<file path="src/rtl/cpsel_pkg.sv">
package cpsel_pkg;

    localparam int NUM_UNITS = 7;
    localparam int DATA_W    = 32;
    localparam int REG_W     = 4;
    localparam int MODE_W    = 4;
    localparam int SEL_W     = $clog2(NUM_UNITS + 1);

    // Field positions inside the status word
    localparam int EN_LSB    = 1;
    localparam int SEL_LSB   = 8;
    localparam int MODE_LSB  = 12;

    localparam int RDATA_W   = NUM_UNITS * DATA_W;

    typedef struct packed {
        logic [MODE_W-1:0]    mode;
        logic [SEL_W-1:0]     sel;
        logic [NUM_UNITS-1:0] en;
    } cstat_t;

    typedef enum logic [1:0] {
        ACC_NONE  = 2'd0,
        ACC_LOCAL = 2'd1,
        ACC_FWD   = 2'd2,
        ACC_TRAP  = 2'd3
    } acc_kind_t;

    function automatic cstat_t word_to_status(input logic [DATA_W-1:0] w);
        cstat_t s;
        s.en   = w[EN_LSB   +: NUM_UNITS];
        s.sel  = w[SEL_LSB  +: SEL_W];
        s.mode = w[MODE_LSB +: MODE_W];
        return s;
    endfunction

    function automatic logic [DATA_W-1:0] status_to_word(input cstat_t s);
        logic [DATA_W-1:0] w;
        w = '0;
        w[EN_LSB   +: NUM_UNITS] = s.en;
        w[SEL_LSB  +: SEL_W]     = s.sel;
        w[MODE_LSB +: MODE_W]    = s.mode;
        return w;
    endfunction

endpackage

</file>
<file path="src/rtl/cpsel_status_reg.sv">
module cpsel_status_reg
    import cpsel_pkg::*;
(
    input  logic              clk,
    input  logic              rst,
    input  logic              wr_en,
    input  logic [DATA_W-1:0] wr_data,
    output cstat_t            stat
);

    cstat_t stat_q;

    always_ff @(posedge clk) begin
        if (rst) begin
            stat_q <= '0;
        end else if (wr_en) begin
            stat_q <= word_to_status(wr_data);
        end
    end

    assign stat = stat_q;

endmodule

</file>
<file path="src/rtl/cpsel_classify.sv">
module cpsel_classify
    import cpsel_pkg::*;
(
    input  logic                 req_valid,
    input  logic [REG_W-1:0]     req_reg,
    input  cstat_t               stat,
    input  logic [NUM_UNITS-1:0] present,
    output logic [NUM_UNITS-1:0] sel_oh,
    output acc_kind_t            kind
);

    logic unit_here;
    logic unit_on;

    generate
        for (genvar i = 0; i < NUM_UNITS; i++) begin : g_dec
            assign sel_oh[i] = (stat.sel == SEL_W'(i + 1));
        end
    endgenerate

    assign unit_here = |(sel_oh & present);
    assign unit_on   = |(sel_oh & stat.en);

    always_comb begin
        if (!req_valid) begin
            kind = ACC_NONE;
        end else if (req_reg == '0) begin
            kind = ACC_LOCAL;
        end else if (unit_here && unit_on) begin
            kind = ACC_FWD;
        end else begin
            kind = ACC_TRAP;
        end
    end

endmodule

</file>
<file path="src/rtl/cpsel_fanout.sv">
module cpsel_fanout
    import cpsel_pkg::*;
(
    input  acc_kind_t            kind,
    input  cstat_t               stat,
    input  logic [NUM_UNITS-1:0] sel_oh,
    input  logic [NUM_UNITS-1:0] present,
    input  logic [RDATA_W-1:0]   unit_rdata,
    output logic [NUM_UNITS-1:0] unit_req,
    output logic [NUM_UNITS-1:0] unit_sleep,
    output logic [DATA_W-1:0]    rdata
);

    logic [DATA_W-1:0] picked;
    logic              fwd;

    assign fwd = (kind == ACC_FWD);

    generate
        for (genvar i = 0; i < NUM_UNITS; i++) begin : g_unit
            assign unit_req[i]   = fwd & sel_oh[i];
            assign unit_sleep[i] = present[i] & stat.en[i] & ~sel_oh[i];
        end
    endgenerate

    always_comb begin
        picked = '0;
        for (int i = 0; i < NUM_UNITS; i++) begin
            if (sel_oh[i]) begin
                picked = picked | unit_rdata[i*DATA_W +: DATA_W];
            end
        end
    end

    always_comb begin
        case (kind)
            ACC_LOCAL: rdata = status_to_word(stat);
            ACC_FWD:   rdata = picked;
            default:   rdata = '0;
        endcase
    end

endmodule

</file>
<file path="src/rtl/cpx_select_ctrl.sv">
module cpx_select_ctrl
    import cpsel_pkg::*;
(
    input  logic                 clk,
    input  logic                 rst,
    input  logic                 req_valid,
    input  logic                 req_write,
    input  logic [REG_W-1:0]     req_reg,
    input  logic [DATA_W-1:0]    req_wdata,
    output logic [DATA_W-1:0]    rsp_rdata,
    output logic                 rsp_trap,
    input  logic [NUM_UNITS-1:0] cp_present,
    output logic [NUM_UNITS-1:0] cp_en,
    output logic [NUM_UNITS-1:0] cp_sel,
    output logic [NUM_UNITS-1:0] cp_sleep,
    output logic [MODE_W-1:0]    cp_mode,
    output logic [NUM_UNITS-1:0] cp_req,
    output logic                 cp_write,
    output logic [REG_W-1:0]     cp_reg,
    output logic [DATA_W-1:0]    cp_wdata,
    input  logic [RDATA_W-1:0]   cp_rdata
);

    cstat_t               stat;
    acc_kind_t            kind;
    logic [NUM_UNITS-1:0] sel_oh;
    logic                 stat_wr;

    // Only a set aimed at register 0 updates the shared word
    assign stat_wr = (kind == ACC_LOCAL) && req_write;

    cpsel_status_reg u_stat (
        .clk     (clk),
        .rst     (rst),
        .wr_en   (stat_wr),
        .wr_data (req_wdata),
        .stat    (stat)
    );

    cpsel_classify u_cls (
        .req_valid (req_valid),
        .req_reg   (req_reg),
        .stat      (stat),
        .present   (cp_present),
        .sel_oh    (sel_oh),
        .kind      (kind)
    );

    cpsel_fanout u_fan (
        .kind       (kind),
        .stat       (stat),
        .sel_oh     (sel_oh),
        .present    (cp_present),
        .unit_rdata (cp_rdata),
        .unit_req   (cp_req),
        .unit_sleep (cp_sleep),
        .rdata      (rsp_rdata)
    );

    assign rsp_trap = (kind == ACC_TRAP);
    assign cp_en    = stat.en;
    assign cp_sel   = sel_oh;
    assign cp_mode  = stat.mode;
    assign cp_write = req_write;
    assign cp_reg   = req_reg;
    assign cp_wdata = req_wdata;

endmodule

</file>
<file path="config.mk">
export PLATFORM = sky130hd
export DESIGN_NAME = cpx_select_ctrl
export DESIGN_NICKNAME = d
export VERILOG_FILES = /design/src/rtl/cpsel_pkg.sv /design/src/rtl/cpsel_status_reg.sv /design/src/rtl/cpsel_classify.sv /design/src/rtl/cpsel_fanout.sv /design/src/rtl/cpx_select_ctrl.sv
export SDC_FILE = /design/constraint.sdc
export NUM_CORES = 1
export LEC_CHECK = 0
export BUFFER_PORTS_ARGS = -buffer_cell sky130_fd_sc_hd__buf_2
export CAP_MARGIN = 20
export CELL_PAD_IN_SITES_DETAIL_PLACEMENT = 0
export CELL_PAD_IN_SITES_GLOBAL_PLACEMENT = 1
export CORE_AREA = 2 2 145 147
export DETAILED_ROUTE_END_ITERATION = 8
export DIE_AREA = 0 0 147 149
export GPL_ROUTABILITY_DRIVEN = 0
export PLACE_DENSITY = 0.6
export RECOVER_POWER = 25
export SETUP_SLACK_MARGIN = 0.1
export SYNTH_ARGS = -nofsm -noshare
export SYNTH_HDL_FRONTEND = slang
export SYNTH_HIERARCHICAL = 1
export SYNTH_SLANG_ARGS = --single-unit
</file>
<file path="constraint.sdc">
create_clock -name clk -period 6.4 [get_ports clk]
set_clock_uncertainty 0.15 [all_clocks]
set_input_delay 1.28 -clock clk [delete_from_list [all_inputs] [get_ports clk]]
set_output_delay 1.28 -clock clk [all_outputs]
set_load 0.02 [all_outputs]
</file>
==> flow_metrics.tcl <==
set metrics [dict create \
    dp_slack_ns 0.881 \
    firstDrtPassIters 6 \
    die_y_um 149 \
    placedInstanceArea_um2 4190 \
    yosysMostFrequentCell "a22oi_1" \
    die_area_um2 21900 \
    initialDrtViolationCount 326 \
    worst_ep_required_time_ns 4.97 \
    syn2layout_area_growth_pct 60.1 \
    cp-endpoint "rsp_rdata[5]" \
    vias 3953 \
    layout_min_cycle_time_ns 5.42 \
    synth-seq-cells 14 \
    finalSetupViolations 0 \
    cp-startpoint "cp_present[4]" \
    viasPerCell 4.53 \
    rsz0062_at_grt "false" \
    grt_pass1_wl_um 24400 \
    post_drt_wl_per_cell_um 20.5 \
    ys_warn_count 6 \
    r2r_end "u_stat/stat[0]" \
    synth_flop_cell "dfxtp_1" \
    multi_input_area_um2 1790 \
    grt_max_degree 36 \
    remaining_drc_errors 0 \
    setup_ws_ns 0.981 \
    finalPower_mw 0.411 \
    largest_reg_flops 14 \
    hold_violations 0 \
    cap_violations 0 \
    die_x_um 147 \
    syn_area_um2 2660 \
    yosysSeqAreaShare 0.105 \
    syn_inst 323 \
    r2r_start "u_stat/stat[8]" \
    setup_tns_ns 0 \
    fin_cells 872 \
    cts_buffer_depth 2 \
    worst_hold_slack_ns 0.402 \
    reg2regPathDepth 7 \
    synthArstFlopShare 0 \
    cts_root_buf "clkbuf_16" \
    clock-sinks 14 \
    grt_overflow 0 \
    synth_top_cells_by_count "a22oi_1 (83), buf_4 (48), nor2_1 (23)" \
    synthTopCellsByArea "a22oi_1 (23%), buf_4 (14%), dfxtp_1 (11%)" \
    r2r_slack_ns 3.27 \
    ctsResizeCount 0 \
    htreeDepth 1 \
    antenna_left 0 \
    num_rows 53 \
    ir_worst_vdd_mv 0.0631 \
    cts_buffers 3 \
    cp_data_arrival_time_ns 3.99 \
    insertion_delay_ns 0.24 \
    grt_usage 0.147 \
    synth_nets 596 \
    fillers 2401 \
    outcome "complete, no violations" \
    min_path_type "register to register" \
    final_util 0.207 \
    cp-start-kind "input pin" \
    io_buffers 336 \
    pwr_density_cell_nw_per_um2 96.6 \
    ioPinCount 373 \
    ctsHoldBuffers 0 \
    drt-total-wl_um 17800 \
    seq_area_um2 280 \
    tritoncts "yes" \
    maxSlewHeadroom 0.296 \
    final_max_slew_viol_count 0 \
    setup.worst_path.end_class "output pin" \
    tightest_slew_ns 1.06 \
    min_period_over_period 0.847 \
    p_leak_nw 1.93 \
    hpwl_um 14700 \
    fmax_ghz 0.185 \
    synth_area_per_cell_um2 8.24 \
    synth_cell_type_count 34 \
    synth_top_cell_area_share 0.234 \
    fp.coreArea_um2 20600 \
    grt_pass1_vias 3675 \
    post_cts_buffers 0 \
    start_util 0.130 \
    worst-setup-path-type "input pin to output pin" \
    dp_cells 868 \
    final_area_um2 4260 \
    fin_nets 871 \
    crit_fanout 22 \
    clk_pin_slew_ns 0.05 \
    drive_above_1_share 0.613 \
    antenna_cells 0 \
    antenna_found_initial 0 \
    yosys.area.top_type "a22oi_1" \
    synth_edf_count 0 \
]
==> critical path, stage by stage <==
cell      delay, ns
buf_2          0.11
mux4_1         0.50
nor2_1         0.10
o41a_1         0.21
inv_1          0.06
ha_1           0.28
nand2b_1       0.80
buf_4          0.36
o22ai_1        0.09
buf_2          0.17
==> power by group <==
group,leakage (nW),total [mW],internal (mW),switching (mW)
Sequential,0.114,0.0980,0.0906,0.00732
Clock,0.0442,0.130,0.0946,0.0356
Combinational,1.77,0.183,0.0887,0.0946
==> how the worst min path moves through the flow <==
| stage | start | slack [ns] | depth (start not counted) | to |
|---|---|---|---|---|
| floorplan | u_stat/stat[7] | 0.37 | 2 | u_stat/stat[7] |
| global placement | u_stat/stat[10] | 0.38 | 2 | u_stat/stat[10] |
| detailed placement | u_stat/stat[10] | 0.39 | 2 | u_stat/stat[10] |
| global route | u_stat/stat[10] | 0.42 | 2 | u_stat/stat[10] |
| finish | u_stat/stat[10] | 0.40 | 2 | u_stat/stat[10] |
| CTS | u_stat/stat[12] | 0.40 | 2 | u_stat/stat[12] |
==> cells by family after synthesis <==
family | count (synthesis) | synth area share
flip-flops | 14 | 0.105
AO/OA/AOI/OAI | 146 | 0.454
adder cells (fa/ha/maj) | 2 | 0.00940
AND/OR/NAND/NOR | 63 | 0.123
buffers and inverters | 80 | 0.229
multiplexers | 18 | 0.0789
==> area by class of cell <==
type	count	area share
inverters	5	0.00440
repair buffers	345	0.407
clock buffers	4	0.0208
multi-input cells	229	0.421
flip-flops and latches	14	0.0658
well taps	275	0.0807
==> metal layers <==
| layer | GRT usage | up-vias | wire length [um] |
|---|---|---|---|
| li1 | - | 1824 | - |
| met1 | 0.211 | 1913 | 7990 |
| met2 | 0.239 | 206 | 8390 |
| met3 | 0.0251 | 10 | 1360 |
| met4 | 0.0183 | 0 | 109 |
| met5 | 0 | - | 0 |
==> cells in the final DEF (no fill, tap or decap) <==
cell,count
a22oi_1,83
nor4_1,1
a31oi_1,18
a21boi_1,1
clkbuf_16,3
nor2_1,23
nand2_1,7
mux4_2,1
a22oi_2,9
o41a_1,1
o22ai_1,5
and3b_1,1
mux2i_1,15
clkbuf_1,11
a32oi_1,1
and2_1,7
inv_1,5
and3_2,3
and3_1,14
mux2_2,1
nor2b_1,1
clkbuf_8,1
dfxtp_1,14
and2_2,1
buf_2,325
mux4_1,1
ha_1,2
nand2b_1,1
a311oi_1,1
a222oi_1,18
nor3_2,3
nor3b_4,1
o22ai_2,9
buf_4,9
Note: power is estimated with default switching activity, not from simulation.
